## config.mk

```make
export PLATFORM = sky130hd
export DESIGN_NAME = i2c_pkt_master
export DESIGN_NICKNAME = d
export VERILOG_FILES = /design/src/rtl/i2c_pkt_pkg.sv /design/src/rtl/i2c_pkt_fifo.sv /design/src/rtl/i2c_pkt_status.sv /design/src/rtl/i2c_pkt_seq.sv /design/src/rtl/i2c_pkt_master.sv
export SDC_FILE = /design/constraint.sdc
export NUM_CORES = 1
export LEC_CHECK = 0
export ABC_AREA = 1
export BUFFER_PORTS_ARGS = -buffer_cell sky130_fd_sc_hd__buf_2
export CAP_MARGIN = 30
export CORE_MARGIN = 1.5
export CORE_UTILIZATION = 56
export CTS_CLUSTER_SIZE = 24
export DETAILED_ROUTE_END_ITERATION = 8
export HOLD_SLACK_MARGIN = 0.12
export PLACE_DENSITY = 0.73
export SLEW_MARGIN = 15
export SYNTH_ARGS = -nofsm -noshare
export SYNTH_HDL_FRONTEND = slang
export SYNTH_SLANG_ARGS = --single-unit
```

## constraint.sdc

```tcl
create_clock -name clk -period 7.4 [get_ports clk]
set_clock_uncertainty 0.15 [all_clocks]
set_input_delay 1.48 -clock clk [delete_from_list [all_inputs] [get_ports clk]]
set_output_delay 1.48 -clock clk [all_outputs]
set_load 0.02 [all_outputs]
```

## src/rtl/i2c_pkt_pkg.sv

```systemverilog
// Package: shared command codes, header field positions and sequencer states.
package i2c_pkt_pkg;

    typedef enum logic [2:0] {
        ECMD_START  = 3'd0,
        ECMD_SEND   = 3'd1,
        ECMD_RECV   = 3'd2,
        ECMD_STOP   = 3'd3,
        ECMD_RSTART = 3'd4
    } eng_cmd_t;

    localparam int HDR_ADDR_LSB = 1;
    localparam int HDR_RS_BIT   = 16;
    localparam int HDR_RD_BIT   = 19;

    localparam int FLG_DONE = 0;
    localparam int FLG_NACK = 1;
    localparam int FLG_ARB  = 2;

    typedef enum logic [3:0] {
        SQ_IDLE, SQ_HDR2, SQ_HDR3, SQ_START, SQ_ADDR, SQ_WFETCH,
        SQ_WBYTE, SQ_RBYTE, SQ_RPUSH, SQ_END, SQ_ASTOP, SQ_FLUSH
    } seq_state_t;

endpackage

```

## src/rtl/i2c_pkt_fifo.sv

```systemverilog
// Synchronous word FIFO with an occupancy count.
// Assumes: a push while full and a pop while empty are ignored; clr has priority.
module i2c_pkt_fifo #(
    parameter int DEPTH = 8,
    parameter int WIDTH = 32,
    localparam int AW = $clog2(DEPTH),
    localparam int CW = $clog2(DEPTH + 1)
) (
    input  logic             clk,
    input  logic             rst_n,
    input  logic             clr,
    input  logic             push,
    input  logic [WIDTH-1:0] wdata,
    input  logic             pop,
    output logic [WIDTH-1:0] rdata,
    output logic             full,
    output logic             empty,
    output logic [CW-1:0]    count
);
    logic [WIDTH-1:0] mem [DEPTH];
    logic [AW-1:0]    wptr, rptr;
    logic             do_push, do_pop;

    assign full    = (count == CW'(DEPTH));
    assign empty   = (count == '0);
    assign do_push = push && !full;
    assign do_pop  = pop && !empty;
    assign rdata   = mem[rptr];

    // Purpose: store a pushed word.
    always_ff @(posedge clk) begin
        if (do_push) mem[wptr] <= wdata;
    end

    // Purpose: advance the pointers and track the occupancy.
    always_ff @(posedge clk) begin
        if (!rst_n || clr) begin
            wptr  <= '0;
            rptr  <= '0;
            count <= '0;
        end else begin
            if (do_push) wptr <= (wptr == AW'(DEPTH - 1)) ? '0 : wptr + 1'b1;
            if (do_pop)  rptr <= (rptr == AW'(DEPTH - 1)) ? '0 : rptr + 1'b1;
            count <= count + CW'(do_push) - CW'(do_pop);
        end
    end
endmodule

```

## src/rtl/i2c_pkt_status.sv

```systemverilog
// Sticky status flags, write one to clear.
// Assumes: in the same cycle, a set has priority over a clear of the same flag.
module i2c_pkt_status #(
    parameter int NFLAG = 3
) (
    input  logic             clk,
    input  logic             rst_n,
    input  logic             clr,
    input  logic [NFLAG-1:0] set,
    input  logic             clr_we,
    input  logic [NFLAG-1:0] clr_mask,
    output logic [NFLAG-1:0] flags
);
    // Purpose: hold each flag until software writes a one to it.
    always_ff @(posedge clk) begin
        if (!rst_n || clr) flags <= '0;
        else               flags <= (flags & ~(clr_we ? clr_mask : '0)) | set;
    end
endmodule

```

## src/rtl/i2c_pkt_seq.sv

```systemverilog
// Packet sequencer: decodes the header words and runs the bus-engine command steps.
// Assumes: software pushes whole packets, and the engine answers every request
// with exactly one eng_done pulse.
module i2c_pkt_seq
    import i2c_pkt_pkg::*;
#(
    parameter int SIZE_W = 12,
    localparam int BC_W = SIZE_W + 1,
    localparam int WC_W = SIZE_W - 1
) (
    input  logic        clk,
    input  logic        rst_n,
    input  logic        clr,
    input  logic [31:0] tx_head,
    input  logic        tx_empty,
    output logic        tx_pop,
    input  logic        rx_full,
    output logic        rx_push,
    output logic [31:0] rx_word,
    output logic [2:0]  flag_set,
    output logic        eng_req,
    output eng_cmd_t    eng_cmd,
    output logic [7:0]  eng_wbyte,
    output logic        eng_mack,
    input  logic        eng_done,
    input  logic [7:0]  eng_rbyte,
    input  logic        eng_nack,
    input  logic        eng_arb_lost
);
    seq_state_t       st, st_n;
    logic [BC_W-1:0]  bytes_left, bytes_left_n;
    logic [WC_W-1:0]  words_left, words_left_n;
    logic [1:0]       lane, lane_n;
    logic [31:0]      shreg, shreg_n;
    logic [31:0]      acc, acc_n;
    logic [6:0]       taddr, taddr_n;
    logic             rd, rd_n, rs, rs_n;

    assign rx_word = acc;

    // Purpose: next-state, handshake outputs and FIFO strobes.
    always_comb begin
        st_n = st; bytes_left_n = bytes_left; words_left_n = words_left;
        lane_n = lane; shreg_n = shreg; acc_n = acc;
        taddr_n = taddr; rd_n = rd; rs_n = rs;
        tx_pop = 1'b0; rx_push = 1'b0; flag_set = '0;
        eng_req = 1'b0; eng_cmd = ECMD_START; eng_wbyte = '0; eng_mack = 1'b0;
        unique case (st)
            SQ_IDLE: if (!tx_empty) begin tx_pop = 1'b1; st_n = SQ_HDR2; end
            SQ_HDR2: if (!tx_empty) begin
                tx_pop       = 1'b1;
                bytes_left_n = BC_W'(tx_head[SIZE_W-1:0]) + 1'b1;
                words_left_n = WC_W'(tx_head[SIZE_W-1:2]) + 1'b1;
                st_n         = SQ_HDR3;
            end
            SQ_HDR3: if (!tx_empty) begin
                tx_pop  = 1'b1;
                taddr_n = tx_head[HDR_ADDR_LSB +: 7];
                rd_n    = tx_head[HDR_RD_BIT];
                rs_n    = tx_head[HDR_RS_BIT];
                if (tx_head[HDR_RD_BIT]) words_left_n = '0;
                st_n    = SQ_START;
            end
            SQ_START: begin
                eng_req = 1'b1; eng_cmd = ECMD_START;
                if (eng_done) begin
                    if (eng_arb_lost) begin flag_set[FLG_ARB] = 1'b1; st_n = SQ_FLUSH; end
                    else st_n = SQ_ADDR;
                end
            end
            SQ_ADDR: begin
                eng_req = 1'b1; eng_cmd = ECMD_SEND; eng_wbyte = {taddr, rd};
                lane_n = '0; acc_n = '0;
                if (eng_done) begin
                    if (eng_arb_lost)  begin flag_set[FLG_ARB] = 1'b1; st_n = SQ_FLUSH; end
                    else if (eng_nack) begin flag_set[FLG_NACK] = 1'b1; st_n = SQ_ASTOP; end
                    else st_n = rd ? SQ_RBYTE : SQ_WFETCH;
                end
            end
            SQ_WFETCH: if (!tx_empty) begin
                tx_pop = 1'b1; shreg_n = tx_head;
                words_left_n = words_left - 1'b1;
                st_n = SQ_WBYTE;
            end
            SQ_WBYTE: begin
                eng_req = 1'b1; eng_cmd = ECMD_SEND; eng_wbyte = shreg[7:0];
                if (eng_done) begin
                    if (eng_arb_lost)  begin flag_set[FLG_ARB] = 1'b1; st_n = SQ_FLUSH; end
                    else if (eng_nack) begin flag_set[FLG_NACK] = 1'b1; st_n = SQ_ASTOP; end
                    else begin
                        shreg_n      = shreg >> 8;
                        bytes_left_n = bytes_left - 1'b1;
                        lane_n       = lane + 1'b1;
                        if (bytes_left == BC_W'(1)) st_n = SQ_END;
                        else if (lane == 2'd3)      st_n = SQ_WFETCH;
                    end
                end
            end
            SQ_RBYTE: begin
                eng_req = 1'b1; eng_cmd = ECMD_RECV;
                eng_mack = (bytes_left != BC_W'(1));
                if (eng_done) begin
                    if (eng_arb_lost) begin flag_set[FLG_ARB] = 1'b1; st_n = SQ_FLUSH; end
                    else begin
                        acc_n[{lane, 3'b000} +: 8] = eng_rbyte;
                        bytes_left_n = bytes_left - 1'b1;
                        lane_n       = lane + 1'b1;
                        if (lane == 2'd3 || bytes_left == BC_W'(1)) st_n = SQ_RPUSH;
                    end
                end
            end
            SQ_RPUSH: if (!rx_full) begin
                rx_push = 1'b1; acc_n = '0;
                st_n = (bytes_left == '0) ? SQ_END : SQ_RBYTE;
            end
            SQ_END: begin
                eng_req = 1'b1; eng_cmd = rs ? ECMD_RSTART : ECMD_STOP;
                if (eng_done) begin
                    if (eng_arb_lost) flag_set[FLG_ARB] = 1'b1;
                    else              flag_set[FLG_DONE] = 1'b1;
                    st_n = SQ_IDLE;
                end
            end
            SQ_ASTOP: begin
                eng_req = 1'b1; eng_cmd = ECMD_STOP;
                if (eng_done) begin
                    if (eng_arb_lost) flag_set[FLG_ARB] = 1'b1;
                    st_n = SQ_FLUSH;
                end
            end
            SQ_FLUSH: begin
                if (words_left == '0) st_n = SQ_IDLE;
                else if (!tx_empty) begin
                    tx_pop = 1'b1; words_left_n = words_left - 1'b1;
                end
            end
            default: st_n = SQ_IDLE;
        endcase
    end

    // Purpose: register the sequencer state and packet context.
    always_ff @(posedge clk) begin
        if (!rst_n || clr) begin
            st <= SQ_IDLE; bytes_left <= '0; words_left <= '0; lane <= '0;
            shreg <= '0; acc <= '0; taddr <= '0; rd <= 1'b0; rs <= 1'b0;
        end else begin
            st <= st_n; bytes_left <= bytes_left_n; words_left <= words_left_n;
            lane <= lane_n; shreg <= shreg_n; acc <= acc_n;
            taddr <= taddr_n; rd <= rd_n; rs <= rs_n;
        end
    end
endmodule

```

## src/rtl/i2c_pkt_master.sv

```systemverilog
// Top: transmit FIFO, packet sequencer, receive FIFO and status flags.
// Assumes: the engine behind eng_* answers each request with one eng_done pulse.
module i2c_pkt_master
    import i2c_pkt_pkg::*;
#(
    parameter int FIFO_DEPTH = 8,
    parameter int SIZE_W     = 12,
    localparam int CW = $clog2(FIFO_DEPTH + 1)
) (
    input  logic          clk,
    input  logic          rst_n,
    input  logic          soft_clr,
    input  logic          tx_push,
    input  logic [31:0]   tx_wdata,
    output logic [CW-1:0] tx_free_cnt,
    input  logic          rx_pop,
    output logic [31:0]   rx_rdata,
    output logic [CW-1:0] rx_fill_cnt,
    input  logic          stat_clr_we,
    input  logic [2:0]    stat_clr_mask,
    output logic [2:0]    stat_flags,
    output logic          eng_req,
    output logic [2:0]    eng_cmd,
    output logic [7:0]    eng_wbyte,
    output logic          eng_mack,
    input  logic          eng_done,
    input  logic [7:0]    eng_rbyte,
    input  logic          eng_nack,
    input  logic          eng_arb_lost
);
    logic [31:0]   tx_head, rx_word;
    logic          tx_empty, tx_full, tx_pop, rx_full, rx_empty, rx_push;
    logic [CW-1:0] tx_cnt;
    logic [2:0]    flag_set;
    eng_cmd_t      cmd_e;

    assign tx_free_cnt = CW'(FIFO_DEPTH) - tx_cnt;
    assign eng_cmd     = cmd_e;

    i2c_pkt_fifo #(.DEPTH(FIFO_DEPTH), .WIDTH(32)) u_txq (
        .clk(clk), .rst_n(rst_n), .clr(soft_clr),
        .push(tx_push), .wdata(tx_wdata), .pop(tx_pop), .rdata(tx_head),
        .full(tx_full), .empty(tx_empty), .count(tx_cnt)
    );

    i2c_pkt_fifo #(.DEPTH(FIFO_DEPTH), .WIDTH(32)) u_rxq (
        .clk(clk), .rst_n(rst_n), .clr(soft_clr),
        .push(rx_push), .wdata(rx_word), .pop(rx_pop), .rdata(rx_rdata),
        .full(rx_full), .empty(rx_empty), .count(rx_fill_cnt)
    );

    i2c_pkt_seq #(.SIZE_W(SIZE_W)) u_seq (
        .clk(clk), .rst_n(rst_n), .clr(soft_clr),
        .tx_head(tx_head), .tx_empty(tx_empty), .tx_pop(tx_pop),
        .rx_full(rx_full), .rx_push(rx_push), .rx_word(rx_word),
        .flag_set(flag_set),
        .eng_req(eng_req), .eng_cmd(cmd_e), .eng_wbyte(eng_wbyte), .eng_mack(eng_mack),
        .eng_done(eng_done), .eng_rbyte(eng_rbyte), .eng_nack(eng_nack),
        .eng_arb_lost(eng_arb_lost)
    );

    i2c_pkt_status #(.NFLAG(3)) u_stat (
        .clk(clk), .rst_n(rst_n), .clr(soft_clr), .set(flag_set),
        .clr_we(stat_clr_we), .clr_mask(stat_clr_mask), .flags(stat_flags)
    );
endmodule

```

* Yosys cells after proc, flatten, opt, wreduce, memory -nomap -nowiden
Memory sizes are Yosys's and may differ from the RTL's. A register that Yosys moved wholly into a read port is not among the register bits.
Index checks and enable logic that the tools add are counted.
** Word-level totals
- Register bits after elaboration :: 126
- RAM bits :: 512
- Output and inout port bits :: 56
- Bits of input ports :: 52
- Memories :: 2
- Memory bits (read-only) :: 0
- Word-level logic and storage cells :: 196
- Latch bits :: 0
** Memories
- u_rxq.mem :: words 8, width 32, rd ports 1, clocked after Yosys merged registers in 1, wr ports 1, RTL line i2c_pkt_fifo.sv:20 : logic [WIDTH-1:0] mem [DEPTH];
- u_txq.mem :: words 8, width 32, rd ports 1, clocked after Yosys merged registers in 1, wr ports 1, RTL line i2c_pkt_fifo.sv:20
** Cells by class
- Shifts and indexed selects :: 2
- Reductions and logical operators :: 32
- Divide/modulo/power cells :: 0
- Equal/unequal tests :: 39
- Multipliers :: 0
- Muxes and demuxes :: 86
- $lt $le $gt $ge :: 0
- Bitwise operators :: 4
- Add/subtract/negate cells :: 15
** Operators with widths (count)
- $mux 32 :: 7
- $pmux 32 s3 :: 1
- $mux 4 :: 22
- $mux 13 :: 6
- $pmux 32 s2 :: 1
- $mux 11 :: 5
- $pmux 4 s12 :: 1
- $pmux 11 s4 :: 1
- $pmux 13 s3 :: 1
- $bwmux 32 :: 1
- $shift 8x7->32 const A :: 1
- $shiftx 8x7->32 :: 1
- $mux 3 :: 10
- $ne 2x2->1 const B :: 15
- $eq 4x4->1 const B :: 6
- $mux 1 :: 18
- $eq 4x3->1 const B :: 4
- $pmux 8 s2 :: 1
- $mux 2 :: 7
- $reduce_and 14->1 :: 1
- $add 12x1->13 const B :: 1
- $eq 13x1->1 const B :: 1
- $logic_not 13->1 :: 1
- $ne 13x1->1 const B :: 1
- other kinds (39) :: 64

* Longest topological paths before layout
- Word-level depth :: 7
- Mapped depth :: 16
- Mapped depth without buffers :: 15

* By module
A second synthesis with hierarchy kept.
** Unflattened totals
- Cells, all modules :: 3410
- Area total of the unflattened synthesis :: 30082.6 um^2
** Modules (own cells, without submodules)
- i2c_pkt_fifo :: instances 2, cells each 1206, area an instance 11910.2 um^2
- i2c_pkt_seq :: instances 1, cells each 971, area an instance 6090.8 um^2
- i2c_pkt_status :: instances 1, cells each 17, area an instance 116.4 um^2
- i2c_pkt_master :: instances 1, cells each 10, area an instance 55.1 um^2

* Least setup slack after synthesis
OpenSTA, ideal clock, no wires.
- Path type :: register to register
- From :: reg u_rxq.count[2]
- To :: mem u_rxq.mem[5][0] (enable)
- Data required time :: 6789 ps
- Path buffers :: 0
- Clock period less this slack :: 4099 ps
- Library setup time :: 461 ps
- Stages on the path, launching flop included :: 10
- Arrival :: 3488 ps
- Slack :: 3301 ps
- Path through :: dfxtp_1 inv_1 ha_1 nand3_1 inv_1 nor2_1 inv_1 nor2_1 inv_1 nor3_1
** Between the ends
- Cells in the longest elaborated chain, start to end :: 6
** RTL lines
- start: declaration :: RTL line i2c_pkt_fifo.sv:18 : output logic [CW-1:0] count
- start signal: assignment :: RTL line i2c_pkt_fifo.sv:44 : count <= count + CW'(do_push) - CW'(do_pop);
- $eq 4x4->1 (*) :: RTL line i2c_pkt_fifo.sv:24 : assign full = (count == CW'(DEPTH));
- $mux 1 :: RTL line i2c_pkt_seq.sv:112 : SQ_RPUSH: if (!rx_full) begin
- $mux 1 :: RTL line i2c_pkt_seq.sv:48 : unique case (st)
- $logic_and 1x1->1 (*) :: RTL line i2c_pkt_fifo.sv:26 : assign do_push = push && !full;
- named net u_rxq.do_push :: RTL line i2c_pkt_fifo.sv:22 : logic do_push, do_pop;
- $mux 1 (*) :: RTL line i2c_pkt_fifo.sv:32 : if (do_push) mem[wptr] <= wdata;
- $mux 1 (not written as such) (*) :: RTL line i2c_pkt_fifo.sv:32
- end: declaration :: RTL line i2c_pkt_fifo.sv:20
The timed path passes the listed nets; every way through them passes the cells marked *.

==> flow_summary.yaml <==
synthesis:
  ys_seq_area_share_pct: 66.91
  synthArstFlopShare_pct: 0
  synth_area_um2: 26930
  synthCells: 2504
  dominantRegCellSynth: "edfxtp_1"
  ys_warn_count: 0
  ys_ff_latch: 644
  synth_nets: 2590
  synth_compound_area_share_pct: 13.21
  synth_top_family_by_area: "compound AO/OA/AOI/OAI gates"
  synth_fa_ha_area_share_pct: 1.636
  avgSynthCellArea_um2: 10.75
  synth.area.mux_share_pct: 0
  synth-edff-count: 512
  synth_xor_area_share_pct: 0.4228
  synth_cell_types: 50
  yosys.area_share.simple_pct: 12.95
final_layout:
  area_delta_synth_final_pct: 12.64
  multiInputGateArea_um2: 7724
  final_common_cell: "edfxtp_1"
  fin_util_pct: 63.80
  drive_gt1_share_pct: 11.66
  fin_nets: 2667
  layout_common_cells: "edfxtp_1, nor2_1, o21ai_0"
  register_area_um2: 18030
  n_fill_cell: 3635
worst_setup_path:
  cp-end-kind: "output port"
  startpoint_type: "flip-flop"
  path_max_fanout: 65
  worstPathRequired_ns: 5.77
  critPathKind: "flip-flop to output port"
  worstPathArrival_ns: 3.33
  reg2regPathDepth: 14
timing:
  maxSlewViolCount: 0
  period_share_pct: 66.98
  tightestPinTransition_ns: 0.8914
  slew_headroom_pct: 40.57
  setup_tns_ns: 0
  fmax_mhz: 201.8
  finalCriticalPeriod_ns: 4.956
  setup_violations: 0
  grt_setup_unrepaired: "false"
  finalHoldViolCount: 0
clock_tree:
  clock_latency_ns: 0.61
  cts-root-buf: "clkbuf_16"
  clk_pin_slew_ns: 0.06
  ctsResizeCount: 0
  cts_sinks: 644
  cts_tree: "done"
  cts-buffers-inserted: 67
  cts_buffer_depth: 3
  cts.htree.levels: 3
  cts_setup_buffers: 0
  holdBufCountCts: 0
global_route:
  grt_overflow: 0
  antenna_found_initial: 7
  grt_util_all_layers_pct: 25.74
  grt_pass1_wl_um: 98700
  grt_pass1_vias: 18365
  grt_max_degree: 100
run_status:
  status: "finished clean"
min_path:
  min_path_cells: 2
  holdCritPathClass: "flip-flop to flip-flop"
job:
  max_cap_viol_count: 0
drt:
  drc: 0
  route.vias.total: 19028
  first_pass_iters: 6
  routed_wirelength_um: 64100
  via_per_inst: 5.851
  avgRoutedWirePerCell_um: 19.71
  antenna_left: 0
  drt_iter0_drc: 1819
die:
  fp.coreArea_um2: 47550
  die_h_um: 222.3
  rows: 80
  fp.dieArea_um2: 49410
  initial_core_util_pct: 56.64
  die_x_um: 222.3
  io-pin-count: 108
power_and_ir_drop:
  p_leak_nw: 11.24
  p_per_area_nw_per_um2: 318.6
  irDropWorstVdd_uv: 248.5
  power_mw: 9.664
placement:
  dp_hpwl_um: 36850
  portBuffers: 107
  place_congestion: 0.9275
==> state kept, by name, indices dropped and copies added, names as in the netlist, 4 cells and up, named ones only <==
name and cells:
u_rxq.count 4, u_rxq.mem 256, u_seq.bytes_left 13, u_seq.rx_word 32, u_seq.shreg 32, u_seq.st 4, u_seq.taddr 7, u_seq.words_left 11
u_txq.count 4, u_txq.mem 256
==> logic make-up (layout without fill, tap and decap cells) <==
| kind of cell | count (synthesis) | count (layout) |
|---|---|---|
| flops | 644 | 644 |
| fa+ha+maj | 34 | 34 |
| buf+inv | 321 | 450 |
| other cells | 0 | 4 |
| simple gates | 854 | 854 |
| xor+xnor | 13 | 13 |
| compound gates | 638 | 638 |
==> routing by layer <==
| metal | GRT usage [%] | share of wire [%] |
|---|---|---|
| met2 | 43.74 | 49 |
| met1 | 32.36 | 40 |
| met5 | 0 | 0.081 |
| met4 | 10.49 | 3.2 |
| met3 | 5.184 | 7.2 |
==> synthesized netlist by cell type, types with 4 or more instances <==
| cell | number | area share (%) |
|---|---|---|
| nor2_1 | 460 | 6.4 |
| o211ai_1 | 13 | 0.36 |
| edfxtp_1 | 512 | 57 |
| buf_2 | 25 | 0.46 |
| nor2_2 | 7 | 0.16 |
| o22ai_1 | 47 | 1.1 |
| clkbuf_1 | 83 | 1.2 |
| nand3b_1 | 4 | 0.11 |
| ha_1 | 32 | 1.5 |
| nor3_1 | 21 | 0.39 |
| buf_1 | 9 | 0.13 |
| clkinv_1 | 4 | 0.056 |
| a21oi_1 | 143 | 2.7 |
| dfxtp_1 | 132 | 9.8 |
| nand2_1 | 244 | 3.4 |
| nor2_4 | 5 | 0.21 |
| nand4_1 | 11 | 0.26 |
| o21ai_1 | 17 | 0.32 |
| a31oi_1 | 40 | 0.93 |
| o21ai_2 | 4 | 0.13 |
| o21ai_0 | 317 | 5.9 |
| nand3_1 | 87 | 1.6 |
| o221ai_1 | 28 | 0.91 |
| a22o_1 | 8 | 0.26 |
| inv_2 | 18 | 0.25 |
| a211oi_1 | 9 | 0.25 |
| buf_4 | 10 | 0.28 |
| xor2_1 | 10 | 0.33 |
| inv_1 | 167 | 2.3 |
| nand2_2 | 6 | 0.14 |
==> critical path: stages (launching register included) <==
cell	delay [ns]
dfxtp_2	0.31
buf_4	0.57
clkinv_1	0.54
buf_4	0.45
nor2_1	0.16
o21ai_0	0.09
a31oi_1	0.29
buf_2	0.22
==> worst paths after layout <==
check	slack, ns	from	to
setup / recovery	2.44	flip-flop	rx_rdata[30]
hold / removal	0.32	u_seq.shreg[28]$_SDFFE_PP0P_	u_seq.shreg[28]$_SDFFE_PP0P_
setup reg to reg	3.51	flip-flop	u_seq.words_left[2]$_SDFFE_PP0P_
hold reg to reg	0.32	u_seq.shreg[28]$_SDFFE_PP0P_	u_seq.shreg[28]$_SDFFE_PP0P_
==> where the power goes <==
part           internal [mW]  switching (mW)  leakage [nW]
sequential              3.98          0.0833          5.62
clock                   2.10            1.39          1.11
combinational          0.620            1.49          4.50
==> area by class of cell <==
type,count,share of cell area [%]
Clock inverter,38,1.708
Antenna cell,4,0.03300
Sequential cell,644,59.43
Clock buffer,83,5.829
Timing Repair Buffer,139,2.640
Tap cell,615,2.537
Inverter,190,2.359
Multi-Input combinational cell,1539,25.46
==> through the flow <==
step	setup WS [ns]	instances	hold slack (ns)	instance area, um^2
6_report	2.444	3252	0.3187	30330
4_1_cts	2.459	3246	0.3204	30300
3_3_place_gp	3.133	3124	0.3018	27990
5_1_grt	2.156	3250	0.3389	30330
2_1_floorplan	3.301	2504	0.2949	26930
3_5_place_dp	3.117	3125	0.3113	28010
Power figures use the tool's default switching activity.
